<file path="config.mk">
export PLATFORM = sky130hd
export DESIGN_NAME = acc_cpu_core
export DESIGN_NICKNAME = d
export VERILOG_FILES = /design/src/rtl/acc_cpu_pkg.sv /design/src/rtl/acc_cpu_alu.sv /design/src/rtl/acc_cpu_branch.sv /design/src/rtl/acc_cpu_mar_sel.sv /design/src/rtl/acc_cpu_core.sv
export SDC_FILE = /design/constraint.sdc
export NUM_CORES = 1
export LEC_CHECK = 0
export ABC_AREA = 1
export BUFFER_PORTS_ARGS = -buffer_cell sky130_fd_sc_hd__buf_2
export CAP_MARGIN = 20
export CORE_MARGIN = 2
export CORE_UTILIZATION = 50
export CTS_BUF_LIST = sky130_fd_sc_hd__clkbuf_4 sky130_fd_sc_hd__clkbuf_8
export CTS_CLUSTER_DIAMETER = 60
export DETAILED_ROUTE_END_ITERATION = 6
export GPL_TIMING_DRIVEN = 0
export PLACE_DENSITY_LB_ADDON = 0.05
export SYNTH_ARGS = -nofsm -noshare
export SYNTH_HDL_FRONTEND = slang
export SYNTH_SLANG_ARGS = --single-unit
</file>
<file path="constraint.sdc">
create_clock -name clk -period 3.34 [get_ports clk]
set_clock_uncertainty 0.2 [all_clocks]
set_input_delay 0.668 -clock clk [delete_from_list [all_inputs] [get_ports clk]]
set_output_delay 0.668 -clock clk [all_outputs]
set_load 0.01 [all_outputs]
</file>
<file path="src/rtl/acc_cpu_pkg.sv">
package acc_cpu_pkg;

    localparam int ACC_W   = 16;
    localparam int ADR_W   = 8;
    localparam int OPC_W   = 8;
    localparam int OUT_W   = 8;
    localparam int SHAMT_W = 4;

    localparam logic [OPC_W-1:0] OP_ADD   = 8'h00;
    localparam logic [OPC_W-1:0] OP_STORE = 8'h01;
    localparam logic [OPC_W-1:0] OP_LOAD  = 8'h02;
    localparam logic [OPC_W-1:0] OP_JUMP  = 8'h03;
    localparam logic [OPC_W-1:0] OP_JNEG  = 8'h04;
    localparam logic [OPC_W-1:0] OP_SUB   = 8'h05;
    localparam logic [OPC_W-1:0] OP_XOR   = 8'h06;
    localparam logic [OPC_W-1:0] OP_OR    = 8'h07;
    localparam logic [OPC_W-1:0] OP_AND   = 8'h08;
    localparam logic [OPC_W-1:0] OP_JPOS  = 8'h09;
    localparam logic [OPC_W-1:0] OP_JZERO = 8'h0A;
    localparam logic [OPC_W-1:0] OP_ADDI  = 8'h0B;
    localparam logic [OPC_W-1:0] OP_OUT   = 8'h0C;
    localparam logic [OPC_W-1:0] OP_SHL   = 8'h0D;
    localparam logic [OPC_W-1:0] OP_SHR   = 8'h0E;

    typedef enum logic [1:0] {
        ST_FETCH  = 2'd0,
        ST_IRLD   = 2'd1,
        ST_DECODE = 2'd2,
        ST_EXEC   = 2'd3
    } cpu_state_e;

    typedef struct packed {
        cpu_state_e        state;
        logic [ADR_W-1:0]  pc;
        logic [ADR_W-1:0]  mar;
        logic [ACC_W-1:0]  mdr;
        logic [ACC_W-1:0]  ir;
        logic [ACC_W-1:0]  ac;
        logic [OUT_W-1:0]  outr;
    } cpu_regs_t;

endpackage

</file>
<file path="src/rtl/acc_cpu_alu.sv">
module acc_cpu_alu
    import acc_cpu_pkg::*;
#(
    parameter int DW = ACC_W,
    parameter int OW = OPC_W,
    parameter int FW = ADR_W,
    parameter int SW = SHAMT_W
) (
    input  logic [OW-1:0] opcode,
    input  logic [DW-1:0] acc,
    input  logic [DW-1:0] operand,
    input  logic [FW-1:0] field,
    output logic [DW-1:0] result,
    output logic          acc_we
);
    localparam int PAD_W = DW - FW;

    logic [DW-1:0] imm_ext;
    logic [SW-1:0] shamt;

    assign imm_ext = {{PAD_W{1'b0}}, field};
    assign shamt   = field[SW-1:0];

    always_comb begin
        result = acc;
        acc_we = 1'b1;
        case (opcode)
            OP_ADD:  result = acc + operand;
            OP_SUB:  result = acc - operand;
            OP_LOAD: result = operand;
            OP_XOR:  result = acc ^ operand;
            OP_OR:   result = acc | operand;
            OP_AND:  result = acc & operand;
            OP_ADDI: result = acc + imm_ext;
            OP_SHL:  result = acc << shamt;
            OP_SHR:  result = acc >> shamt;
            default: acc_we = 1'b0;
        endcase
    end
endmodule

</file>
<file path="src/rtl/acc_cpu_branch.sv">
module acc_cpu_branch
    import acc_cpu_pkg::*;
#(
    parameter int DW = ACC_W,
    parameter int OW = OPC_W
) (
    input  logic [OW-1:0] opcode,
    input  logic [DW-1:0] acc,
    output logic          take
);
    logic is_neg;
    logic is_zero;
    logic is_pos;

    assign is_neg  = acc[DW-1];
    assign is_zero = (acc == '0);
    assign is_pos  = !is_neg && !is_zero;

    always_comb begin
        case (opcode)
            OP_JUMP:  take = 1'b1;
            OP_JNEG:  take = is_neg;
            OP_JPOS:  take = is_pos;
            OP_JZERO: take = is_zero;
            default:  take = 1'b0;
        endcase
    end
endmodule

</file>
<file path="src/rtl/acc_cpu_mar_sel.sv">
module acc_cpu_mar_sel
    import acc_cpu_pkg::*;
#(
    parameter int AW = ADR_W
) (
    input  cpu_state_e    state,
    input  logic [AW-1:0] mar_cur,
    input  logic [AW-1:0] fetched_field,
    input  logic [AW-1:0] next_pc,
    output logic [AW-1:0] mar_nxt
);
    always_comb begin
        case (state)
            ST_IRLD: mar_nxt = fetched_field;
            ST_EXEC: mar_nxt = next_pc;
            default: mar_nxt = mar_cur;
        endcase
    end
endmodule

</file>
<file path="src/rtl/acc_cpu_core.sv">
module acc_cpu_core
    import acc_cpu_pkg::*;
(
    input  logic             clk,
    input  logic             rst_n,
    output logic [ADR_W-1:0] mem_addr,
    output logic [ACC_W-1:0] mem_wdata,
    output logic             mem_we,
    input  logic [ACC_W-1:0] mem_rdata,
    output logic [OUT_W-1:0] out_port
);
    localparam int OPC_LSB = ACC_W - OPC_W;

    cpu_regs_t r_q;
    cpu_regs_t r_d;

    logic [OPC_W-1:0] opcode;
    logic [ADR_W-1:0] field;
    logic             is_exec;
    logic [ACC_W-1:0] alu_res;
    logic             alu_we;
    logic             br_take;
    logic [ADR_W-1:0] pc_after;
    logic [ADR_W-1:0] mar_nxt;

    assign opcode  = r_q.ir[ACC_W-1:OPC_LSB];
    assign field   = r_q.ir[ADR_W-1:0];
    assign is_exec = (r_q.state == ST_EXEC);

    acc_cpu_alu #(.DW(ACC_W), .OW(OPC_W), .FW(ADR_W), .SW(SHAMT_W)) u_alu (
        .opcode (opcode),
        .acc    (r_q.ac),
        .operand(mem_rdata),
        .field  (field),
        .result (alu_res),
        .acc_we (alu_we)
    );

    acc_cpu_branch #(.DW(ACC_W), .OW(OPC_W)) u_branch (
        .opcode(opcode),
        .acc   (r_q.ac),
        .take  (br_take)
    );

    assign pc_after = br_take ? field : r_q.pc;

    acc_cpu_mar_sel #(.AW(ADR_W)) u_mar_sel (
        .state        (r_q.state),
        .mar_cur      (r_q.mar),
        .fetched_field(mem_rdata[ADR_W-1:0]),
        .next_pc      (pc_after),
        .mar_nxt      (mar_nxt)
    );

    always_comb begin
        r_d     = r_q;
        r_d.mar = mar_nxt;
        case (r_q.state)
            ST_FETCH: begin
                r_d.pc    = r_q.pc + 1'b1;
                r_d.state = ST_IRLD;
            end
            ST_IRLD: begin
                r_d.mdr   = mem_rdata;
                r_d.state = ST_DECODE;
            end
            ST_DECODE: begin
                r_d.ir    = r_q.mdr;
                r_d.state = ST_EXEC;
            end
            default: begin
                r_d.mdr = mem_rdata;
                if (alu_we) begin
                    r_d.ac = alu_res;
                end
                if (opcode == OP_OUT) begin
                    r_d.outr = r_q.ac[OUT_W-1:0];
                end
                r_d.pc    = pc_after;
                r_d.state = ST_FETCH;
            end
        endcase
    end

    always_ff @(posedge clk) begin
        if (!rst_n) begin
            r_q <= '0;
        end else begin
            r_q <= r_d;
        end
    end

    assign mem_addr  = r_q.mar;
    assign mem_wdata = r_q.ac;
    assign mem_we    = is_exec && (opcode == OP_STORE);
    assign out_port  = r_q.outr;

    p_seq_decode_r2: assert property (@(posedge clk) disable iff (!rst_n)
        (r_q.state == ST_DECODE) |=> (r_q.state == ST_EXEC));

    p_pc_step_r2: assert property (@(posedge clk) disable iff (!rst_n)
        (r_q.state == ST_FETCH) |=> (r_q.pc == $past(r_q.pc) + 8'd1));

    p_operand_addr_r2: assert property (@(posedge clk) disable iff (!rst_n)
        is_exec |-> (mem_addr == field));

    p_write_single_r3: assert property (@(posedge clk) disable iff (!rst_n)
        mem_we |=> !mem_we);

    p_jump_target_r8: assert property (@(posedge clk) disable iff (!rst_n)
        (is_exec && opcode == OP_JUMP) |=> (r_q.pc == $past(field)));

    p_out_hold_r10: assert property (@(posedge clk) disable iff (!rst_n)
        !(is_exec && opcode == OP_OUT) |=> $stable(out_port));

    p_acc_hold_r11: assert property (@(posedge clk) disable iff (!rst_n)
        !is_exec |=> $stable(r_q.ac));

endmodule

</file>
# Yosys cells after proc, flatten, opt, wreduce, memory -nomap -nowiden
# Index checks and enable logic that the tools add are counted.
[word_totals]
reg_bits = 74
output_inout_bits = 33
elab_cells = 56
input_bits = 18
[op_classes]
n_addsub = 4
n_reduce_logical = 15
bitwise_logic = 4
eq_ne = 17
shifts = 2
muxes = 7
[ops]
columns = ["cell", "n"]
rows = [
  ["one-hot mux 16 bit (9 select lines)", 1],
  ["== test 8 x 4 -> 1 bit (second input constant)", 7],
  ["== test 8 x 3 -> 1 bit (second input constant)", 4],
  ["one-hot mux 8 bit (2 select lines)", 2],
  ["adder 16 bit", 1],
  ["adder 16 x 8 -> 16 bit", 1],
  ["AND 16 bit", 1],
  ["== test 8 x 2 -> 1 bit (second input constant)", 2],
  ["zero test 16 bit", 1],
  ["OR 16 bit", 1],
  ["left shift 16 x 4 -> 16 bit", 1],
  [">> shifter 16 x 4 -> 16 bit", 1],
  ["subtractor 16 bit", 1],
  ["XOR 16 bit", 1],
  ["nonzero test 9 bit", 1],
  ["OR reduction 9 bit", 1],
  ["adder 8 x 1 -> 8 bit (second input constant)", 1],
  ["== test 8 x 1 -> 1 bit (second input constant)", 1],
  ["zero test 8 bit", 1],
  ["2-to-1 mux 8 bit", 1],
  ["one-hot mux 2 bit (3 select lines)", 1],
  ["== test 2 bit (second input constant)", 2],
  ["one-hot mux 1 bit (4 select lines)", 1],
  ["OR reduction 2 bit", 2],
  ["10 further kinds", 12],
]

# Logic depth before layout (Yosys ltp)
# Gate-level depths: netlist of the first run.
[depth]
word_depth = 6
depth_mapped = 23
ltp_nobuf = 23

# Hierarchy
# Synthesis of the first run repeated with hierarchy kept, for this count alone.
[hier_totals]
hier_cells = 1284
area_unflattened_um2 = 7513.5
[by_module_without_submodules]
columns = ["mod", "area_each_um2", "n_inst", "seq_area_each_um2", "cells_each"]
rows = [
  ["acc_cpu_alu", 3986.3, 1, 0.0, 775],
  ["acc_cpu_core", 3151.8, 1, 1481.4, 431],
  ["acc_cpu_mar_sel", 195.2, 1, 0.0, 37],
  ["acc_cpu_branch", 180.2, 1, 0.0, 41],
]

# Worst setup path after synthesis of the first run
# Ideal clock, no wire load.
[synth_path]
path_type = "input to register"
start = "in mem_rdata[0]"
end = "reg r_q (netlist bit mem_wdata[15])"
setup_slack_ps = 383
required_ps = 3070
cell_stages = 16
t_arrival_ps = 2687
path_buffers = 0
setup_ps = 70
path_cell_list = "inv_1 ha_1 nand4_1 nor2_1 nand2_1 o31ai_1 o21ai_0 ha_1 nand2_1 nor4_1 nand2_1 nand2_1 inv_1 nand2_1 nand3_1 a21oi_1"
[synth_between]
elab_chain_len = 2
word_cells_on_any_way = 3
classes_between = "add/sub: 2; mux: 1"
[synth_rtl]
columns = ["item", "line", "source"]
rows = [
  ["start, declared", "acc_cpu_core.sv:9", "input logic [ACC_W-1:0] mem_rdata,"],
  ["subtractor 16 bit or adder 16 bit (tied branches)", "acc_cpu_alu.sv:29, acc_cpu_alu.sv:28", ""],
  ["one-hot mux 16 bit (9 select lines) *", "acc_cpu_alu.sv:27", "case (opcode)"],
  ["end signal, assigned", "acc_cpu_core.sv:89", "r_q <= r_d;"],
  ["end, declared", "acc_cpu_core.sv:14", "cpu_regs_t r_q;"],
]
# Mark *: on every way between the ends. The rest lies on a longest branch, timed or not.
# A chain may end at the register's enable or synchronous reset.

# Final worst setup path of the first run
# Same ends and word-level chain as after synthesis.

==> results of run 1 <==
-- routing by layer --
layer / routed length [um] / vias to the layer above
met2: 10800 / 435
met5: 0 / -
met4: 1150 / 0
met1: 11300 / 3765
li1: - / 4025
met3: 2630 / 83
-- synthesized netlist by cell type, types with 4 or more instances --
master / n / area, um^2
nand3_1: 161 / 806
buf_2: 13 / 65.1
inv_1: 110 / 413
nand2_2: 5 / 31.3
nand3b_1: 6 / 45.0
nor2_2: 4 / 25.0
nor3_1: 6 / 30.0
o21ai_0: 100 / 500
inv_2: 9 / 33.8
nor2_1: 110 / 413
nand3_2: 4 / 40.0
buf_4: 36 / 270
o211ai_1: 4 / 30.0
dfxtp_1: 74 / 1480
buf_1: 4 / 15.0
a21oi_1: 98 / 490
ha_1: 54 / 676
clkbuf_1: 24 / 90.1
nand2_1: 285 / 1070
o221ai_1: 6 / 52.6
nand4_1: 21 / 131
clkinv_1: 4 / 15.0
xor2_1: 4 / 35.0
-- flip-flops by register name (all words and copies together) (netlist names) --
name,flops
field,8
mem_addr,8
mem_wdata,16
opcode,8
out_port,8
r_q,26
-- logic make-up after synthesis --
logic type,count (synthesis),synth area share
simple gates,617,0.383
compound gates,227,0.173
buf+inv,203,0.131
flops,74,0.209
fa+ha+maj,55,0.0983
xor+xnor,5,0.00618
-- power breakdown --
part	internal [W]	switching, W
clock network	0.000266	0.000370
registers	0.00110	0.000193
logic	0.000730	0.00159
-- what timing repair did --
action,CTS,global route
pin swaps,0,4
buffers inserted,0,3
endpoints found under the setup margin,11,13
resized for setup,8,24
hold buffers,0,0
-- area by class of cell --
type | count | area share
plain buffers | 79 | 0.0593
clock buffers | 9 | 0.0158
clock inverters | 6 | 0.00575
inverters | 124 | 0.0602
multi-input cells | 904 | 0.606
flip-flops and latches | 74 | 0.190
well taps | 180 | 0.0288
repair buffers | 52 | 0.0342
-- cells in the final DEF, fill, tap and decap left out, types with 3 or more instances in the layout --
cell | netlist | final
nor2_2 | 4 | 6
buf_1 | 4 | 4
nor2_1 | 110 | 106
clkinvlp_4 | 0 | 4
o21ai_0 | 100 | 98
dfxtp_2 | 0 | 3
buf_2 | 13 | 62
or2_0 | 3 | 3
or2_1 | 3 | 3
o211ai_1 | 4 | 4
clkbuf_1 | 24 | 22
inv_2 | 9 | 12
buf_4 | 36 | 40
xor2_1 | 4 | 4
nand3b_1 | 6 | 6
o21ai_1 | 3 | 5
a21oi_1 | 98 | 96
inv_1 | 110 | 106
nor3_1 | 6 | 5
nand4_1 | 21 | 21
clkbuf_8 | 0 | 9
ha_1 | 54 | 51
o221ai_1 | 6 | 3
dfxtp_1 | 74 | 71
o221ai_2 | 0 | 3
nand3_2 | 4 | 4
a31oi_1 | 3 | 3
nor2_4 | 2 | 4
nand3_1 | 161 | 161
nand2_1 | 285 | 285
nand2_2 | 5 | 5
clkinv_1 | 4 | 4
-- tightest hold or removal path: cells and delay by family (launching register included) --
family / cells / cell delay [ns]
buf+inv: 1 / 0.05
compound gates: 1 / 0.05
flops: 1 / 0.34
-- metrics by stage --
stage,setup WS [ns],hold WS (ns),TNS [ns],utilization
floorplan,0.383,0.250,0,-
global placement,-0.370,0.269,-1.76,0.544
detailed placement,-0.402,0.276,-1.77,0.544
CTS,0.0396,0.295,0,0.559
global route,0.00483,0.310,0,0.564
finish,0.215,0.281,0,0.564
-- worst max path at each step --
| stage | start | end | slack [ns] | cells past startpoint |
|---|---|---|---|---|
| 2_1_floorplan | mem_rdata[0] | mem_wdata[15]$_SDFFE_PN0P_ | 0.38 | 16 |
| 3_3_place_gp | mem_rdata[0] | mem_wdata[15]$_SDFFE_PN0P_ | -0.37 | 17 |
| 3_5_place_dp | mem_rdata[0] | mem_wdata[15]$_SDFFE_PN0P_ | -0.40 | 17 |
| 4_1_cts | opcode[7]$_SDFFE_PN0P_ | mem_wdata[15]$_SDFFE_PN0P_ | 0.04 | 16 |
| 5_1_grt | mem_rdata[0] | mem_wdata[15]$_SDFFE_PN0P_ | 0.005 | 17 |
| 6_report | mem_rdata[0] | mem_wdata[15]$_SDFFE_PN0P_ | 0.22 | 17 |
==> out/metrics.cfg, run 1 <==
[synth]
synth_seq_area_share=0.209
mappedNetlistArea_um2=7080
async_reset_ff_frac=0
synth_edf_count=0
yosys_most_used_dff=dfxtp_1
synthCells=1181
ys_types=46
ys_ff_latch=74
synth_nets=1254
avgSynthCellArea_um2=6.00
synth-warning-count=0

[grt]
grt.total_usage=0.343
grt_antenna_before_repair=0
grt_pass1_vias=7154
grt_max_degree=14
grt_util_met3=0.0678
grt_pass1_wl_um=39100
busiest_layer=met2
grt_use_met2=0.499
overflow=0
use_met1=0.486

[floorplan]
fp-row-count=43
initial_core_util=0.510
die_h_um=123
die-area_um2=15100
fp.dieW_um=123
io_pins=51
core_area_um2=13900

[layout]
syn2layout_area_growth_pct=10.6
multi_input_comb_area_um2=4750
seqCellArea_um2=1490
antenna_cells=0
final_cells=1428
drive_gt1_frac=0.139
nNetsFinal=1317
fin_area_um2=7830
nFillCells=1477

[worst_setup_path]
r2r_cells=17
end_kind=flop
critPathTopFamily=simple AND/OR/NAND/NOR gates
critPathRequiredTime_ns=3.44
cp_num_buf_inv=3
worst_path_most_repeated_cell=nand2_1
cpPeakStageDelay_ns=0.33
slowest_stage=ha_1
worst_ep_arrival_time_ns=3.23
reg2reg_from=opcode[7]$_SDFFE_PN0P_
r2r_setup_slack_ns=0.24
path_class=input port to flop
startpoint_type=input port
cp_max_fo=6
reg2reg_to=mem_wdata[13]$_SDFFE_PN0P_
crit_chain=buf_2 > clkinvlp_4 > ha_1 > nand4_1 > nor2_2 > nand2_1 > o31ai_2 > o21ai_1 > ha_1 > nand2_1 > nor4_1 > nand2_1 > nand2_1 > inv_1 > nand2_1 > nand3_1 > a21oi_1

[power]
p_leak_nw=3.77
power.total_w=0.00425
peakVddDrop_mv=0.359
p_per_area_nw_per_um2=543

[placed_design]
dp_hpwl_um=20000
port-buffer-count=49
post-place-cells=1410
place_congestion=1.04
dpl_cell_area_um2=7550

[outcome]
violations=design-rule violations
status=complete, but fails checks

[clocking]
ctsHtreeMaxLevel=3
root_buffer=clkbuf_8
clockBufferDepth=2
numCtsBuffers=9
clock_latency_ns=0.37
cts_tree=done
cts.sinks=74
path_clk_slew_ns=0.08

[timing]
setup_violations=0
rsz0062_at_grt=false
max_slew_margin=0.491
period_needed_ns=3.12
post-route-period-util=0.936
fmax_ghz=0.320
finalMaxSlewViolations=0
tightest_slew_ns=0.763
finalHoldViolations=0

[drt]
dr.pass1.iters=7
vias=8308
drcViolationCount=1
wirelength_um=25900
via_per_inst=5.82
antenna_left=0
drtIter0Drc=1085
post_drt_wl_per_cell_um=18.1

[worst_hold_path]
hold_class=flop to flop
min_to=opcode[0]$_SDFFE_PN0P_
hp-start=opcode[0]$_SDFFE_PN0P_
whs_path_depth=2

[run]
cap_viol_max_count=0

No activity file was read; power rests on OpenSTA's default activity.
==> run 2, diff against run 1 <==
--- a/config.mk
+++ b/config.mk
@@ -6,14 +6,15 @@
 export NUM_CORES = 1
 export LEC_CHECK = 0
 export ABC_AREA = 1
-export BUFFER_PORTS_ARGS = -buffer_cell sky130_fd_sc_hd__buf_2
 export CAP_MARGIN = 20
 export CORE_MARGIN = 2
 export CORE_UTILIZATION = 50
 export CTS_BUF_LIST = sky130_fd_sc_hd__clkbuf_4 sky130_fd_sc_hd__clkbuf_8
 export CTS_CLUSTER_DIAMETER = 60
 export DETAILED_ROUTE_END_ITERATION = 6
+export DONT_BUFFER_PORTS = 1
 export GPL_TIMING_DRIVEN = 0
+export MAX_ROUTING_LAYER = met4
 export PLACE_DENSITY_LB_ADDON = 0.05
 export SYNTH_ARGS = -nofsm -noshare
 export SYNTH_HDL_FRONTEND = slang
==> run 2 against run 1 <==
  * The run now ends clean
  * Die area unchanged
  * Sequential share of layout area rose by 0.46 points
  * Hold slack better by 0.0014 ns
  * Final area is 2.4% lower
  * Critical path depth up 2
  * Core utilization shrank 1.3 points
  * Clock-buffer cell count rose by 1
  * Global-route usage grew 0.78 points
  * Non-clock buffer count fell by 52
  * Highest routed layer unchanged
  * Critical path type is now flop to flop
  * Largest cell class unchanged
  * Sequential power is essentially flat
==> out/metrics.cfg, run 2 (synthesis gave the netlist of run 1 again) <==
[outcome]
status=completed

[layout]
largest_register=r_q
final_cell_mix=284 x nand2_1, 161 x nand3_1, 107 x nor2_1, 107 x inv_1, 99 x o21ai_0
antenna_cells=0  ; unchanged
final_cells=1377  ; -3.6%
layout_commonest_cell=nand2_1
nNetsFinal=1265  ; -3.9%
largest_register_ffs=26  ; unchanged
syn2layout_area_growth_pct=7.99
drive_gt1_frac=0.104  ; -0.0358

[timing]
finalHoldViolations=0  ; unchanged
post-route-period-util=0.928  ; -0.00736
setup_violations=0  ; unchanged
fmax_ghz=0.323  ; +0.79%
rsz0062_at_grt=false
tightest_slew_ns=0.693  ; -0.0703 ns
max_slew_margin=0.538  ; +0.0469
finalMaxSlewViolations=0  ; unchanged
period_needed_ns=3.10  ; -0.0246 ns

[clocking]
root_buffer=clkbuf_8
post-cts-setup-buffers=0  ; unchanged
cts.sinks=74  ; unchanged
path_clk_slew_ns=0.09  ; about the same
clockBufferDepth=2  ; unchanged
hold_buffers=0  ; unchanged
numCtsBuffers=9  ; unchanged
ctsHtreeMaxLevel=3  ; unchanged
cts_tree=done
clock_latency_ns=0.38  ; about the same

[grt]
grt_antenna_before_repair=0  ; unchanged
grt_pass1_vias=6905  ; -3.5%
overflow=0  ; unchanged
grt_max_degree=15  ; +1
grt.total_usage=0.351  ; +0.00777
grt_pass1_wl_um=38800  ; -0.95%

[drt]
drtIter0Drc=1214  ; +12%
post_drt_wl_per_cell_um=18.7  ; +3.2%
drcViolationCount=0  ; -1
via_per_inst=5.86  ; +0.70%
wirelength_um=25700  ; -0.47%
antenna_left=0  ; unchanged
vias=8067  ; -2.9%
dr.pass1.iters=7  ; unchanged

[floorplan]
core_area_um2=13900  ; unchanged
fp.dieW_um=123  ; unchanged
die-area_um2=15100  ; unchanged
die_h_um=123  ; unchanged
fp-row-count=43  ; unchanged
io_pins=51  ; unchanged
initial_core_util=0.510  ; unchanged

[power]
pwr-share-comb=0.523  ; -0.024
sw_frac_of_total=0.498  ; -0.00919
pwr-share-clk=0.177  ; +0.027
peakVddDrop_mv=0.446  ; +24%
power.total_w=0.00433  ; +1.9%
p_per_area_nw_per_um2=567  ; +4.4%
p_int_w=0.00218  ; +3.8%
p_leak_nw=3.55  ; -6.0%
power.share.sequential=0.300  ; -0.004
p_switching_w=0.00216  ; about the same

[worst_setup_path]
startpoint_type=flop
path_class=flop to flop
end_kind=flop
critPathRequiredTime_ns=3.44  ; about the same
cp_max_fo=10  ; +4
r2r_cells=19  ; +2
worst_ep_arrival_time_ns=3.20  ; -0.03 ns

[worst_hold_path]
whs_path_depth=2  ; unchanged
hold_class=flop to flop

[placed_design]
dp_hpwl_um=19800  ; -0.74%
place_congestion=1.01  ; -2.9%
port-buffer-count=0  ; -100%
post-place-cells=1361  ; -3.5%

[run]
cap_viol_max_count=0  ; unchanged

## run 2: layout make-up
type	instances	area, um^2
clock buffers	10	138
fillers	1472	6230
multi-input cells	904	4790
inverters	124	472
flip-flops and latches	74	1490
plain buffers	79	464
well taps	180	225
clock inverters	6	72.6
## run 2: path summary, 6_finish.rpt
path,start,to,slack (ns)
max,opcode[1]$_SDFFE_PN0P_,mem_wdata[14]$_SDFFE_PN0P_,0.24
min reg2reg,opcode[0]$_SDFFE_PN0P_,opcode[0]$_SDFFE_PN0P_,0.28
max reg2reg,opcode[1]$_SDFFE_PN0P_,mem_wdata[14]$_SDFFE_PN0P_,0.24
min,opcode[0]$_SDFFE_PN0P_,opcode[0]$_SDFFE_PN0P_,0.28
## run 2: per-stage QoR
step | util | worst slack, ns | instance area [um^2] | TNS (ns) | hold WS [ns]
after floorplan | - | 0.383 | 7080 | 0 | 0.250
after global placement | 0.526 | -0.265 | 7310 | -1.31 | 0.262
after detailed placement | 0.526 | -0.234 | 7310 | -1.25 | 0.279
after CTS | 0.544 | 0.0391 | 7550 | 0 | 0.280
after global routing | 0.551 | 0.0154 | 7650 | 0 | 0.288
final | 0.551 | 0.240 | 7650 | 0 | 0.282
## run 2: power by group through the flow
stage                     Combinational (W)  Sequential [W]  Clock, W
after floorplan                     0.00163         0.00123         0
after global placement              0.00217         0.00130         0
after detailed placement            0.00217         0.00130         0
after CTS                           0.00218         0.00128  0.000775
after global routing                0.00251         0.00132  0.000814
final                               0.00227         0.00130  0.000767
## run 2: what timing repair did
| item | in CTS | in global routing |
|---|---|---|
| setup endpoints to repair | 12 | 13 |
| gates resized for setup | 7 | 29 |
| pin swaps | 0 | 1 |
## run 2: worst max-delay path: stages, from the launching register on
cell and delay (ns):
dfxtp_2 0.37, nand2_1 0.10, inv_1 0.07, nand3_1 0.12
nor2_4 0.25, inv_2 0.13, buf_4 0.22, o221ai_4 0.22
ha_2 0.36, nand2_1 0.12, inv_1 0.06, a21oi_2 0.16
nand2_2 0.10, nand2_1 0.12, nand2_1 0.06, nand2_1 0.06
nand3_1 0.09, nand2_1 0.08, nand2_1 0.05, a21oi_1 0.11
## run 2: per-layer routing
metal / vias up / GRT usage / part of all wire
li1: 3910 / - / -
met1: 3666 / 0.501 / 0.45
met2: 431 / 0.496 / 0.42
met3: 60 / 0.0577 / 0.10
met4: 0 / 0.127 / 0.033
met5: - / - / 0
